===== src/rtl/wake_timer_pkg.sv =====
// Package: shared widths and the command-decode helper for the wake-up timer.
// Assumes the command word is 16 bits with the opcode in its top three bits.
package wake_timer_pkg;
    localparam int CMD_W = 16;
    localparam logic [2:0] TIMER_OP = 3'b111;

    // True when a command word addresses the wake-up timer.
    function automatic logic is_timer_cmd(input logic [CMD_W-1:0] w);
        return w[CMD_W-1 -: 3] == TIMER_OP;
    endfunction
endpackage


===== src/rtl/wake_timer_cfg.sv =====
// Module: holds the exponent and mantissa and issues a restart on each timer write.
// Assumes the exponent sits just below the opcode and the mantissa in the low bits.
module wake_timer_cfg
    import wake_timer_pkg::*;
#(
    parameter int EXP_W  = 5,
    parameter int MANT_W = 8
) (
    input  logic              clk,
    input  logic              rst_n,
    input  logic              cmd_we,
    input  logic [CMD_W-1:0]  cmd_word,
    output logic [EXP_W-1:0]  exp_q,
    output logic [MANT_W-1:0] mant_q,
    output logic              restart
);
    logic hit;

    // Decode: a write counts only when its opcode selects the timer.
    always_comb begin
        hit     = cmd_we && is_timer_cmd(cmd_word);
        restart = hit;
    end

    // Settings register: load both fields on every timer write.
    always_ff @(posedge clk) begin
        if (!rst_n) begin
            exp_q  <= '0;
            mant_q <= '0;
        end else if (hit) begin
            exp_q  <= cmd_word[MANT_W +: EXP_W];
            mant_q <= cmd_word[MANT_W-1:0];
        end
    end

    // non-timer writes leave settings untouched
    p_ignore_other_r1: assert property (@(posedge clk) disable iff (!rst_n)
        (cmd_we && cmd_word[CMD_W-1 -: 3] != 3'b111) |=> ($stable(exp_q) && $stable(mant_q)));
endmodule


===== src/rtl/wake_timer_presc.sv =====
// Module: shift prescaler; divides the tick by 2^exponent and flags each wrap.
// Assumes the counter is wide enough to hold 2^(2^EXP_W - 1) - 1.
module wake_timer_presc #(
    parameter int EXP_W = 5,
    localparam int PRE_W = 1 << EXP_W
) (
    input  logic             clk,
    input  logic             rst_n,
    input  logic             restart,
    input  logic             run,
    input  logic             tick,
    input  logic [EXP_W-1:0] exp_q,
    output logic             pre_wrap
);
    logic [PRE_W-1:0] pre_cnt;
    logic [PRE_W-1:0] lim_m1;

    // Terminal value of the prescaler: 2^R - 1.
    always_comb begin
        lim_m1   = ({{(PRE_W-1){1'b0}}, 1'b1} << exp_q) - 1'b1;
        pre_wrap = run && tick && !restart && (pre_cnt == lim_m1);
    end

    // Prescaler count: cleared on restart or when idle, wraps at its terminal value.
    always_ff @(posedge clk) begin
        if (!rst_n || restart || !run) begin
            pre_cnt <= '0;
        end else if (tick) begin
            pre_cnt <= pre_wrap ? '0 : pre_cnt + 1'b1;
        end
    end

    // count never passes the divider terminal value
    p_pre_in_range_r3: assert property (@(posedge clk) disable iff (!rst_n)
        pre_cnt <= lim_m1);
    // an idle timer keeps its prescaler at zero
    p_idle_zero_r7: assert property (@(posedge clk) disable iff (!rst_n)
        !run |=> (pre_cnt == '0));
endmodule


===== src/rtl/wake_timer_mant.sv =====
// Module: mantissa counter; counts prescaler wraps and registers the expiry pulse.
// Assumes a zero mantissa means the timer never fires.
module wake_timer_mant #(
    parameter int MANT_W = 8
) (
    input  logic              clk,
    input  logic              rst_n,
    input  logic              restart,
    input  logic              run,
    input  logic              pre_wrap,
    input  logic [MANT_W-1:0] mant_q,
    output logic              fire_q
);
    logic [MANT_W-1:0] man_cnt;
    logic              last;

    // Last-step detect: this wrap completes the programmed mantissa.
    always_comb begin
        last = pre_wrap && (mant_q != '0) && (man_cnt == mant_q - 1'b1);
    end

    // Mantissa count and expiry pulse register.
    always_ff @(posedge clk) begin
        if (!rst_n || restart || !run) begin
            man_cnt <= '0;
            fire_q  <= 1'b0;
        end else begin
            fire_q <= last;
            if (pre_wrap) begin
                man_cnt <= last ? '0 : man_cnt + 1'b1;
            end
        end
    end

    // a pulse always follows a prescaler wrap
    p_fire_after_wrap_r2: assert property (@(posedge clk) disable iff (!rst_n)
        fire_q |-> $past(pre_wrap));
    // zero mantissa never fires
    p_no_fire_zero_r4: assert property (@(posedge clk) disable iff (!rst_n)
        $past(mant_q == '0) |-> !fire_q);
    // a restart leaves the mantissa count at zero
    p_restart_clears_r5: assert property (@(posedge clk) disable iff (!rst_n)
        restart |=> (man_cnt == '0 && !fire_q));
endmodule


===== src/rtl/wake_timer.sv =====
// Module: top of the wake-up timer; ties settings, prescaler and mantissa counter
// together and keeps the sticky wake flag. Assumes tick_ms is a one-clock strobe.
module wake_timer
    import wake_timer_pkg::*;
#(
    parameter int EXP_W  = 5,
    parameter int MANT_W = 8
) (
    input  logic        clk,
    input  logic        rst_n,
    input  logic        tick_ms,
    input  logic        wut_en,
    input  logic        cmd_we,
    input  logic [15:0] cmd_word,
    input  logic        flag_clr,
    output logic        wake_pulse,
    output logic        wake_flag
);
    logic [EXP_W-1:0]  exp_q;
    logic [MANT_W-1:0] mant_q;
    logic              restart;
    logic              run;
    logic              pre_wrap;
    logic              fire_q;
    logic              flag_q;

    wake_timer_cfg #(.EXP_W(EXP_W), .MANT_W(MANT_W)) u_cfg (
        .clk(clk), .rst_n(rst_n), .cmd_we(cmd_we), .cmd_word(cmd_word),
        .exp_q(exp_q), .mant_q(mant_q), .restart(restart)
    );

    // Run gate: counting needs the enable and a nonzero mantissa.
    always_comb begin
        run = wut_en && (mant_q != '0);
    end

    wake_timer_presc #(.EXP_W(EXP_W)) u_presc (
        .clk(clk), .rst_n(rst_n), .restart(restart), .run(run),
        .tick(tick_ms), .exp_q(exp_q), .pre_wrap(pre_wrap)
    );

    wake_timer_mant #(.MANT_W(MANT_W)) u_mant (
        .clk(clk), .rst_n(rst_n), .restart(restart), .run(run),
        .pre_wrap(pre_wrap), .mant_q(mant_q), .fire_q(fire_q)
    );

    // Sticky flag: set by an expiry, cleared by acknowledge, set wins.
    always_ff @(posedge clk) begin
        if (!rst_n) begin
            flag_q <= 1'b0;
        end else if (fire_q) begin
            flag_q <= 1'b1;
        end else if (flag_clr) begin
            flag_q <= 1'b0;
        end
    end

    assign wake_pulse = fire_q;
    assign wake_flag  = flag_q;

    // every pulse leaves the flag set on the next cycle
    p_flag_set_r6: assert property (@(posedge clk) disable iff (!rst_n)
        wake_pulse |=> wake_flag);
    // no pulse while disabled
    p_no_pulse_off_r7: assert property (@(posedge clk) disable iff (!rst_n)
        $past(!wut_en) |-> !wake_pulse);
endmodule


===== config.mk =====
export PLATFORM = sky130hd
export DESIGN_NAME = wake_timer
export DESIGN_NICKNAME = d
export VERILOG_FILES = /design/src/rtl/wake_timer_pkg.sv /design/src/rtl/wake_timer_cfg.sv /design/src/rtl/wake_timer_presc.sv /design/src/rtl/wake_timer_mant.sv /design/src/rtl/wake_timer.sv
export SDC_FILE = /design/constraint.sdc
export NUM_CORES = 1
export LEC_CHECK = 0
export ABC_AREA = 1
export CAP_MARGIN = 20
export CORE_MARGIN = 1
export CORE_UTILIZATION = 60
export CTS_BUF_LIST = sky130_fd_sc_hd__clkbuf_8 sky130_fd_sc_hd__clkbuf_16
export DETAILED_ROUTE_END_ITERATION = 7
export HOLD_SLACK_MARGIN = 0.05
export PLACE_DENSITY = 0.8
export SLEW_MARGIN = 25
export SYNTH_ARGS = -nofsm -noshare
export SYNTH_HDL_FRONTEND = slang
export SYNTH_SLANG_ARGS = --single-unit

===== constraint.sdc =====
create_clock -name clk -period 3.2 [get_ports clk]
set_input_delay 0.64 -clock clk [delete_from_list [all_inputs] [get_ports clk]]
set_output_delay 0.64 -clock clk [all_outputs]
set_load 0.01 [all_outputs]

==> results of run 1 <==
## registers in the layout (all words and copies together) (netlist names)
name	count
u_presc.pre_cnt	32
u_cfg.exp_q	5
u_mant.man_cnt	8
u_mant.fire_q	1
wake_flag	1
u_cfg.mant_q	8
## per-layer routing
layer,routed length (um),vias to the layer above
met4,436,0
met2,6200,244
li1,-,2634
met1,5660,2367
met3,1010,41
met5,0,-
## power by group through the flow
| stage | clock network (mW) | logic, mW | registers (mW) |
|---|---|---|---|
| after floorplan | 0 | 0.244 | 0.710 |
| after global placement | 0 | 0.352 | 0.713 |
| after detailed placement | 0 | 0.362 | 0.713 |
| after CTS | 0.446 | 0.363 | 0.697 |
| after global routing | 0.478 | 0.413 | 0.699 |
| final | 0.445 | 0.376 | 0.698 |
## cell usage in the layout (no fill, tap or decap), types with 3 or more instances in the layout
cell type          n
or2_1              6
nor2_2             3
buf_4             28
clkbuf_8           6
inv_1            117
nand3_1           71
xnor2_1           10
inv_2              9
nand2_1          226
dfxtp_1           54
xor2_1            23
nor2_4             4
ha_1               5
nand2_2            3
a21oi_1           16
o21ai_0           32
nor3_1            14
nand3b_1           3
clkdlybuf4s50_1   23
nand4_1           58
nor2_1           102
nor4_1             6
## worst paths after layout
path,end,cells past startpoint,slack [ns]
worst min-delay path,wake_flag,1,0.48
worst max-delay path,u_mant.man_cnt[1],19,0.24
worst max register to register,u_mant.man_cnt[1],19,0.24
worst min register to register,wake_flag,1,0.48
## layout make-up
class	instances	area, sq um	area share (%)
well taps	99	124	2.40
flip-flops and latches	55	1100	21.4
multi-input cells	595	2910	56.4
clock inverters	2	20.0	0.388
repair buffers	51	440	8.54
inverters	128	483	9.36
clock buffers	6	82.6	1.60
## timing repair
action | CTS | global route
gates resized for setup | 0 | 7
buffers inserted | 0 | 0
endpoints found under the setup margin | 0 | 39
## per-stage QoR
| stage | cell area [sq um] | util [%] | total power [mW] | hold slack (ns) | std cells |
|---|---|---|---|---|---|
| finish | 5160 | 70.4 | 1.52 | 0.485 | 936 |
| global route | 5160 | 70.4 | 1.59 | 0.532 | 936 |
| CTS | 5130 | 70.0 | 1.51 | 0.490 | 936 |
| detailed placement | 5030 | 68.6 | 1.07 | 0.470 | 928 |
| global placement | 5030 | 68.6 | 1.06 | 0.457 | 928 |
| floorplan | 4590 | - | 0.954 | 0.456 | 799 |
## kinds of logic (layout without fill, tap and decap cells)
logic type | Yosys count | after routing
AOI/OAI and AO/OA | 56 | 56
xor gates and xnor gates | 33 | 33
adders and majority gates | 5 | 5
buffers and inverters | 149 | 187
DFF | 55 | 55
and+or+nand+nor | 501 | 501
## worst max-delay path, stage by stage, from the launching register on
cell     delay, ns
dfxtp_1       0.37
buf_4         0.20
inv_2         0.16
nor2_4        0.08
nand2_1       0.16
nand2_1       0.12
nor2_4        0.19
nand2_1       0.14
nor2_1        0.16
nand2_1       0.07
nand3_1       0.11
nand2_1       0.07
nor2_1        0.23
nand3_1       0.17
nor2_4        0.16
nand2_4       0.06
buf_4         0.23
nand2_1       0.09
nand2_1       0.05
nor2_1        0.08
==> impl_table.tex, run 1 <==
\begin{tabular}{lr}
\hline
Metric & Value \\
\hline
\multicolumn{2}{l}{\textbf{Logic synthesis}} \\
\quad Predominant post-synthesis flop cell & dfxtp\_1 \\
\quad Share of synthesized area occupied by flip-flops and latches & 24.0\% \\
\quad Flops \& latches, synth & 55 \\
\quad EDFF count, synth & 0 \\
\quad Simple-gate share of the synthesized area & 48.7\% \\
\quad Mux cell area share after synthesis & 0\% \\
\quad Top cells by area, synth & dfxtp\_1 (24\%), nand2\_1 (18\%), inv\_1 (9.6\%) \\
\quad Yosys warns & 0 \\
\quad Cell taking the most area after synthesis & dfxtp\_1 \\
\quad Mean cell area of the mapped netlist & 5.74 sq um \\
\quad Synthesized-area fraction occupied by xor and xnor cells & under 10\% \\
\quad Number of nets in the synthesized netlist & 826 \\
\quad Yosys cell types & 37 \\
\quad Share of synthesized registers carrying an async set or reset & 0\% \\
\quad Top cell type's share of synthesized area & 24.0\% \\
\quad Netlist area before placement & $\sim$4600 sq um \\
\quad Cells after synthesis & about 800 \\
\quad Cell with the most instances after synthesis & nand2\_1 \\
\quad Combinational family with the most area after synthesis & simple AND/OR/NAND/NOR gates \\
\quad Top cells by count, synth & nand2\_1 (226), inv\_1 (117), nor2\_1 (103), nand3\_1 (71), nand4\_1 (58) \\
\quad Synth Area in Adders & 1.36\% \\
\quad Fraction of the mapped netlist area in compound gates & 6.54\% \\
\multicolumn{2}{l}{\textbf{GRT}} \\
\quad Global routing usage on met1 & between 40\% and 50\% \\
\quad Most utilized layer in the global route result & met2 \\
\quad Fraction of met3 tracks used by global routing & 4.99\% \\
\quad All-layer global routing usage & 34.6\% \\
\quad Global routing usage on met2 & 60.4\% \\
\quad Aggregate global routing overflow & 0 \\
\quad Via count of the first global-routing pass & 4685 \\
\quad First-pass GRT wire length & approximately 21 mm \\
\quad Pin count of the biggest net entering global routing & 26 \\
\quad Antenna violations before repair & 0 \\
\multicolumn{2}{l}{\textbf{Clocking}} \\
\quad CTS HTree Levels & 2 \\
\quad TritonCTS clock tree & yes \\
\quad Count of hold-fix buffers inserted at cts & 0 \\
\quad Clock transition at the register clock pins on the worst setup and hold paths after CTS & 0.12 ns \\
\quad Insertion delay to the later sink of the worst-skew pair & 0.32 ns \\
\quad Number of buffers on the longest clock path & 2 \\
\quad Number of buffers inserted during clock tree synthesis & 5 \\
\quad Clock sinks & 55 \\
\quad Buffer type at the clock tree root & clkbuf\_8 \\
\multicolumn{2}{l}{\textbf{STA}} \\
\quad Final hold violation count & 0 \\
\quad Max Transition Viols Final & 0 \\
\quad RSZ-0062 raised after global routing & false \\
\quad Largest clock skew in the final design & 0.0194 ns \\
\quad Transition at the pin with the smallest max-transition slack & 0.453 ns \\
\quad Total Negative Setup Slacks & 0 ns \\
\quad Count of final setup violators & 0 \\
\quad Final critical-path share of the clock period & slightly above 90\% \\
\quad Tightest slew margin relative to the limit & 69.7\% \\
\quad Fmax & 0.338 GHz \\
\quad Period minus WS final & just under 3 ns \\
\quad Final critical-path setup slack & 0.243 ns \\
\multicolumn{2}{l}{\textbf{Die}} \\
\quad I/O pin count & 24 \\
\quad Die Area & 8000 sq um \\
\quad Starting Density & between 60\% and 70\% \\
\quad Std-Cell Rows & 31 \\
\quad Width of the die & 89.5 um \\
\quad Die height & slightly below 90 um \\
\quad Placeable core region & 7330 sq um \\
\multicolumn{2}{l}{\textbf{Power}} \\
\quad Share of total power in combinational logic & 24.7\% \\
\quad Switching Fraction & roughly 33\% \\
\quad Relative contribution of the clock network to total power & between 20\% and 30\% \\
\quad Worst vdd rail ir drop & between 0.3 and 0.4 mV \\
\quad Relative contribution of sequential cells to total power & 46.0\% \\
\quad Leakage Power & 2.53 nW \\
\quad Internal power & 1.01 mW \\
\quad Pwr Density & 294 nW/um\^{}2 \\
\quad Net Sw Power & 0.505 mW \\
\multicolumn{2}{l}{\textbf{Min path}} \\
\quad Min-Delay Startpoint & u\_mant.fire\_q \\
\quad Min-delay worst type & register to register \\
\multicolumn{2}{l}{\textbf{Layout}} \\
\quad Post-layout nets & between 800 and 900 \\
\quad Fillcell total & 676 \\
\quad Number of antenna cells inserted & 0 \\
\quad Area growth from synthesis to layout & 12.4\% \\
\quad Share of post-route cells with drive strength above 1 & between 7 and 8\% \\
\multicolumn{2}{l}{\textbf{Place}} \\
\quad PortBufs & 23 \\
\quad Detailed Place HPWL & 10.7 mm \\
\quad Worst setup timing slack at the placement stage & 0.105 ns \\
\quad Final Wtd Congestion & 0.995 \\
\multicolumn{2}{l}{\textbf{Critical path}} \\
\quad Category of the worst setup path capture point & register \\
\quad Arrival time of the worst setup path & between 3 and 4 ns \\
\quad RR Startpoint & u\_cfg.exp\_q[1] \\
\quad Startpoint of the most critical setup path & u\_cfg.exp\_q[1] \\
\quad CP Launch Type & register \\
\quad Largest driver fanout on the critical path & 24 \\
\quad Critical path start-end classification & register to register \\
\quad Required arrival time at the worst endpoint & 3.46 ns \\
\multicolumn{2}{l}{\textbf{Detailed routing}} \\
\quad Post-DR vias/cell & 5.65 \\
\quad Drt drc & 0 \\
\quad Routed Antenna Nets & 0 \\
\quad WL final & about 13 mm \\
\quad DRT Pass-1 Iters & 6 \\
\quad Number of violations reported at the end of detailed-routing iteration 0 & between 400 and 500 \\
\quad Count of vias placed by the detailed router & $\sim$5.3k \\
\quad DR WL/cell & roughly 14 um \\
\multicolumn{2}{l}{\textbf{Flow run}} \\
\quad Max-capacitance violation count & 0 \\
\multicolumn{2}{l}{\textbf{Run status}} \\
\quad Outcome & complete, no violations \\
\hline
\end{tabular}
No activity file was read; power rests on OpenSTA's default activity.
==> run 2: changes to the inputs <==
Settings changed: CORE_UTILIZATION 60 to 61, PLACE_DENSITY 0.8 to 0.81.
==> impl_table.tex, run 2 (same netlist as run 1, synthesis figures left out) <==
\begin{tabular}{lr}
\hline
Metric & Value \\
\hline
\multicolumn{2}{l}{\textbf{Place}} \\
\quad Final Wtd Congestion & roughly 0.95 \\
\quad Detailed Place HPWL & 10.9 mm \\
\quad PortBufs & 23 \\
\multicolumn{2}{l}{\textbf{Layout}} \\
\quad Number of antenna cells inserted & 0 \\
\quad Top flop regs & u\_presc.pre\_cnt: 32 flops, u\_cfg.mant\_q: 8 flops, u\_mant.man\_cnt: 8 flops \\
\quad Share of post-route cells with drive strength above 1 & 7.63\% \\
\quad Post-layout nets & 865 \\
\quad Utilization of the core after routing & between 70\% and 80\% \\
\quad Area growth from synthesis to layout & 12.3\% \\
\quad Leading cell type in the layout, fill and taps excluded & nand2\_1 \\
\quad Largest register by flop count & u\_presc.pre\_cnt \\
\quad Max FFs per register & 32 \\
\quad Highest-count cells in the layout ignoring fill and taps & nand2\_1 (226), inv\_1 (117), nor2\_1 (103) \\
\multicolumn{2}{l}{\textbf{STA}} \\
\quad Total Negative Setup Slacks & 0 ns \\
\quad Fmax & 0.335 GHz \\
\quad Max Transition Viols Final & 0 \\
\quad Final critical-path share of the clock period & between 90\% and 100\% \\
\quad Period minus WS final & 2.98 ns \\
\quad Transition at the pin with the smallest max-transition slack & 0.560 ns \\
\quad Final hold violation count & 0 \\
\quad RSZ-0062 raised after global routing & false \\
\quad Count of final setup violators & 0 \\
\quad Tightest slew margin relative to the limit & a little over three fifths \\
\quad Largest clock skew in the final design & 0.0123 ns \\
\multicolumn{2}{l}{\textbf{Critical path}} \\
\quad Startpoint of the most critical setup path & u\_cfg.exp\_q[0] \\
\quad Critical path start-end classification & register to register \\
\quad Required arrival time at the worst endpoint & 3.46 ns \\
\quad CP Launch Type & register \\
\quad RR Startpoint & u\_cfg.exp\_q[0] \\
\quad Arrival time of the worst setup path & approximately 3.2 ns \\
\quad Largest driver fanout on the critical path & 24 \\
\quad Category of the worst setup path capture point & register \\
\multicolumn{2}{l}{\textbf{Detailed routing}} \\
\quad Drt drc & 0 \\
\quad Number of violations reported at the end of detailed-routing iteration 0 & between 400 and 500 \\
\quad Routed Antenna Nets & 0 \\
\quad Post-DR vias/cell & 5.67 \\
\quad DRT Pass-1 Iters & 6 \\
\quad WL final & 13.6 mm \\
\quad Count of vias placed by the detailed router & 5314 \\
\quad DR WL/cell & 14.5 um \\
\multicolumn{2}{l}{\textbf{Die}} \\
\quad Die height & 88.7 um \\
\quad Die Area & 7870 sq um \\
\quad Width of the die & roughly 90 um \\
\quad Std-Cell Rows & 31 \\
\quad Starting Density & 63.3\% \\
\quad Placeable core region & 7250 sq um \\
\quad I/O pin count & 24 \\
\multicolumn{2}{l}{\textbf{Clocking}} \\
\quad Buffer type at the clock tree root & clkbuf\_8 \\
\quad Clock transition at the register clock pins on the worst setup and hold paths after CTS & 0.12 ns \\
\quad Number of buffers on the longest clock path & 2 \\
\quad Insertion delay to the later sink of the worst-skew pair & 0.33 ns \\
\quad CTS HTree Levels & 2 \\
\quad Post-CTS setup buffers & 0 \\
\quad Clock sinks & 55 \\
\quad TritonCTS clock tree & yes \\
\quad Number of buffers inserted during clock tree synthesis & 5 \\
\multicolumn{2}{l}{\textbf{GRT}} \\
\quad Pin count of the biggest net entering global routing & 25 \\
\quad Via count of the first global-routing pass & roughly 4.8k \\
\quad Aggregate global routing overflow & 0 \\
\quad First-pass GRT wire length & about 22 mm \\
\quad All-layer global routing usage & 35.6\% \\
\quad Antenna violations before repair & 0 \\
\multicolumn{2}{l}{\textbf{Min path}} \\
\quad Min-Delay Startpoint & u\_mant.fire\_q \\
\quad Min-delay worst type & register to register \\
\multicolumn{2}{l}{\textbf{Run status}} \\
\quad Outcome & complete, no violations \\
\multicolumn{2}{l}{\textbf{Power}} \\
\quad Leakage Power & 2.53 nW \\
\quad Worst vdd rail ir drop & 0.307 mV \\
\quad Pwr Density & 290 nW/um\^{}2 \\
\multicolumn{2}{l}{\textbf{Flow run}} \\
\quad Max-capacitance violation count & 0 \\
\hline
\end{tabular}
==> run 2: area by class of cell <==
| type | count | area [sq um] |
|---|---|---|
| Fill cell | 695 | 2100 |
| Clock inverter | 3 | 27.5 |
| Inverter | 128 | 480 |
| Timing Repair Buffer | 53 | 455 |
| Sequential cell | 55 | 1100 |
| Multi-Input combinational cell | 595 | 2900 |
| Tap cell | 99 | 124 |
| Clock buffer | 5 | 68.8 |
==> run 2: power by group <==
part | internal [mW] | switching (mW)
clock network | 0.162 | 0.264
registers | 0.691 | 0.00748
logic | 0.139 | 0.234
==> run 2: worst paths after layout <==
kind	to	slack, ns	cells after the start
setup / recovery	u_mant.man_cnt[1]	0.22	20
hold / removal	wake_flag	0.49	1
setup reg to reg	u_mant.man_cnt[1]	0.22	20
hold reg to reg	wake_flag	0.49	1
==> run 2: through the flow <==
step	worst slack (ns)	hold WS (ns)	area [sq um]	cells	total power, mW
detailed placement	0.0998	0.469	5050	930	1.08
floorplan	0.469	0.456	4590	799	0.954
global placement	0.153	0.462	5050	930	1.07
finish	0.218	0.486	5150	938	1.50
global route	0.0183	0.507	5150	938	1.57
CTS	0.190	0.490	5140	938	1.50
==> run 2: what timing repair did <==
item / 4_1_cts / 5_1_grt
hold buffers: 0 / 0
resized for setup: 0 / 4
endpoints found under the setup margin: 0 / 40
==> run 2: critical path, stage by stage, from the launching register on <==
cell and delay, ns:
dfxtp_1 0.43, nor2_2 0.07, nand2_2 0.06, inv_1 0.07
nand2_1 0.09, ha_1 0.26, nand2_1 0.14, nor2_4 0.20
nand2_1 0.16, nor2_1 0.17, nand2_1 0.07, nand3_1 0.16
nand2_1 0.07, nor2_1 0.14, nand3_1 0.15, nor2_4 0.16
nand2_4 0.06, buf_4 0.23, nand2_1 0.09, nand2_1 0.05
nor2_1 0.10
==> run 2: metal layers <==
metal	track usage, %	part of all wire [%]	wire, um
met5	0	0	0
met4	12.0	2.7	371
met3	5.88	7.6	1040
met1	44.2	41	5620
met2	62.3	48	6530
==> run 3: changes to the inputs <==
--- a/config.mk
+++ b/config.mk
@@ -12,5 +12,5 @@
 export CTS_BUF_LIST = sky130_fd_sc_hd__clkbuf_8 sky130_fd_sc_hd__clkbuf_16
 export DETAILED_ROUTE_END_ITERATION = 7
-export HOLD_SLACK_MARGIN = 0.05
+export HOLD_SLACK_MARGIN = 0.15
 export PLACE_DENSITY = 0.81
 export SLEW_MARGIN = 25
==> constraint.sdc (replaced) <==
create_clock -name clk -period 3.4 [get_ports clk]
set_input_delay 0.51 -clock clk [delete_from_list [all_inputs] [get_ports clk]]
set_output_delay 0.51 -clock clk [all_outputs]
set_load 0.01 [all_outputs]
==> impl_table.tex, run 3 (same netlist as run 1, synthesis figures left out) <==
\begin{tabular}{lr}
\hline
Metric & Value \\
\hline
\multicolumn{2}{l}{\textbf{Run status}} \\
\quad Outcome & complete, no violations \\
\multicolumn{2}{l}{\textbf{Critical path}} \\
\quad RR Startpoint & u\_cfg.exp\_q[0] \\
\quad Category of the worst setup path capture point & register \\
\quad FF-to-FF End & u\_mant.man\_cnt[1] \\
\quad Cell class contributing the biggest share of worst-path delay & simple AND/OR/NAND/NOR gates \\
\quad Worst path bufs/invs & 2 \\
\quad Worst path max stage delay & 0.57 ns \\
\quad CP Launch Type & register \\
\quad Worst-path cell with the longest stage delay & dfxtp\_1 \\
\quad R2R setup slack & 0.25 ns \\
\quad Worst-path cell chain & inv\_1 -> nor3\_1 -> nand2\_1 -> ha\_1 -> xnor2\_1 -> nor2\_1 -> nand3\_1 -> nor2\_1 -> nand2\_1 -> nor2\_1 -> nand4\_1 -> nor2\_1 -> nand3\_1 -> nor2\_4 -> nand2\_4 -> buf\_4 -> nand2\_1 -> nand2\_1 -> nor2\_1 \\
\quad Largest driver fanout on the critical path & 24 \\
\quad Path depth of the worst reg2reg path & 19 \\
\quad Required arrival time at the worst endpoint & $\sim$3.7 ns \\
\quad Most numerous cell on the critical path & nor2\_1 \\
\quad Critical path start-end classification & register to register \\
\quad Arrival time of the worst setup path & approximately 3.4 ns \\
\quad Startpoint of the most critical setup path & u\_cfg.exp\_q[0] \\
\multicolumn{2}{l}{\textbf{Power}} \\
\quad Leakage Power & roughly 2.5 nW \\
\quad Worst vdd rail ir drop & 0.198 mV \\
\quad Pwr Density & 274 nW/um\^{}2 \\
\multicolumn{2}{l}{\textbf{Layout}} \\
\quad Share of post-route cells with drive strength above 1 & 6.38\% \\
\quad Fillcell total & 696 \\
\quad Top flop regs & u\_presc.pre\_cnt: 32 flops, u\_cfg.mant\_q: 8 flops, u\_mant.man\_cnt: 8 flops \\
\quad Max FFs per register & 32 \\
\quad Area growth from synthesis to layout & 10.7\% \\
\quad Highest-count cells in the layout ignoring fill and taps & nand2\_1 (226), inv\_1 (117), nor2\_1 (103) \\
\quad Post-layout nets & 857 \\
\quad Leading cell type in the layout, fill and taps excluded & nand2\_1 \\
\quad Largest register by flop count & u\_presc.pre\_cnt \\
\quad Number of antenna cells inserted & 0 \\
\multicolumn{2}{l}{\textbf{GRT}} \\
\quad All-layer global routing usage & 35.6\% \\
\quad Antenna violations before repair & 0 \\
\quad Pin count of the biggest net entering global routing & 25 \\
\quad Via count of the first global-routing pass & 4734 \\
\quad First-pass GRT wire length & around 22 mm \\
\quad Aggregate global routing overflow & 0 \\
\multicolumn{2}{l}{\textbf{STA}} \\
\quad Count of final setup violators & 0 \\
\quad Total Negative Setup Slacks & 0 ns \\
\quad Period minus WS final & 3.15 ns \\
\quad Transition at the pin with the smallest max-transition slack & 0.521 ns \\
\quad Final hold violation count & 0 \\
\quad Max Transition Viols Final & 0 \\
\quad RSZ-0062 raised after global routing & false \\
\quad Tightest slew margin relative to the limit & between 60\% and 70\% \\
\quad Final critical-path share of the clock period & 92.5\% \\
\quad Minimum hold slack & about 0.50 ns \\
\quad Largest clock skew in the final design & 0.00895 ns \\
\quad Fmax & $\sim$0.32 GHz \\
\multicolumn{2}{l}{\textbf{Die}} \\
\quad Std-Cell Rows & 31 \\
\quad Die height & 88.7 um \\
\quad Starting Density & 63.3\% \\
\quad Width of the die & 88.7 um \\
\quad I/O pin count & 24 \\
\quad Placeable core region & 7250 sq um \\
\quad Die Area & 7870 sq um \\
\multicolumn{2}{l}{\textbf{Min path}} \\
\quad WHS Path Cells & 1 \\
\quad Min-Delay Startpoint & u\_mant.fire\_q \\
\quad Min-delay worst type & register to register \\
\quad Capture endpoint of the worst hold path & wake\_flag \\
\multicolumn{2}{l}{\textbf{Detailed routing}} \\
\quad DR WL/cell & 14.5 um \\
\quad Number of violations reported at the end of detailed-routing iteration 0 & 446 \\
\quad WL final & between 10 and 15 mm \\
\quad DRT Pass-1 Iters & 6 \\
\quad Routed Antenna Nets & 0 \\
\quad Count of vias placed by the detailed router & approximately 5.2k \\
\quad Post-DR vias/cell & 5.63 \\
\quad Drt drc & 0 \\
\multicolumn{2}{l}{\textbf{Clocking}} \\
\quad Buffer type at the clock tree root & clkbuf\_8 \\
\quad Clock sinks & 55 \\
\quad Post-CTS setup buffers & 0 \\
\quad Count of hold-fix buffers inserted at cts & 0 \\
\quad CTS HTree Levels & 2 \\
\quad Clock transition at the register clock pins on the worst setup and hold paths after CTS & between 0.1 and 0.15 ns \\
\quad Number of buffers inserted during clock tree synthesis & 5 \\
\quad Cells resized by post-CTS repair & 0 \\
\quad Number of buffers on the longest clock path & 2 \\
\quad TritonCTS clock tree & yes \\
\quad Insertion delay to the later sink of the worst-skew pair & 0.32 ns \\
\multicolumn{2}{l}{\textbf{Place}} \\
\quad Detailed Place HPWL & roughly 11 mm \\
\quad Final Wtd Congestion & 0.984 \\
\quad PortBufs & 23 \\
\multicolumn{2}{l}{\textbf{Flow run}} \\
\quad Max-capacitance violation count & 0 \\
\hline
\end{tabular}
## run 3: per-layer routing
| layer | track usage (%) | vias up | wire length, um |
|---|---|---|---|
| li1 | - | 2621 | - |
| met1 | 43.9 | 2334 | 5700 |
| met2 | 61.6 | 237 | 6380 |
| met3 | 6.34 | 42 | 1060 |
| met4 | 13.3 | 0 | 382 |
| met5 | 0 | - | 0 |
## run 3: layout make-up
| cell class | instances | area (sq um) | area share, % |
|---|---|---|---|
| Timing Repair Buffer | 45 | 395 | 7.79 |
| Inverter | 128 | 480 | 9.46 |
| Sequential cell | 55 | 1100 | 21.7 |
| Multi-Input combinational cell | 595 | 2890 | 56.8 |
| Tap cell | 99 | 124 | 2.44 |
| Clock inverter | 3 | 23.8 | 0.468 |
| Clock buffer | 5 | 68.8 | 1.36 |
## run 3: where the power goes
group	leakage [nW]	total [mW]	switching, mW	internal [mW]
Sequential	0.444	0.657	0.00707	0.650
Combinational	2.00	0.341	0.215	0.126
Clock	0.0461	0.395	0.245	0.150
## run 3: worst max path at each step
| stage | to | depth (start not counted) |
|---|---|---|
| 2_1_floorplan | u_presc.pre_cnt[18] | 22 |
| 3_3_place_gp | u_presc.pre_cnt[30] | 17 |
| 3_5_place_dp | u_presc.pre_cnt[30] | 16 |
| 4_1_cts | u_mant.man_cnt[1] | 19 |
| 5_1_grt | u_mant.man_cnt[1] | 21 |
| 6_report | u_mant.man_cnt[1] | 19 |
## run 3: stage by stage
stage          util (%)  worst slack (ns)  std cells  area [sq um]  total power, mW
4_1_cts            70.0             0.334        930          5080             1.39
5_1_grt            70.0           0.00148        930          5080             1.46
3_3_place_gp       68.7             0.140        922          4990            0.998
2_1_floorplan         -             0.669        799          4590            0.898
3_5_place_dp       68.7            0.0795        922          4990             1.00
6_report           70.0             0.254        930          5080             1.39
## run 3: worst register-to-register path, stage by stage, from the launching register on
cell and delay, ns:
dfxtp_1 0.57, inv_1 0.10, nor3_1 0.31, nand2_1 0.10, ha_1 0.35, xnor2_1 0.14, nor2_1 0.10, nand3_1 0.08
nor2_1 0.15, nand2_1 0.08, nor2_1 0.11, nand4_1 0.13, nor2_1 0.11, nand3_1 0.12, nor2_4 0.15, nand2_4 0.06
buf_4 0.23, nand2_1 0.09, nand2_1 0.05, nor2_1 0.07
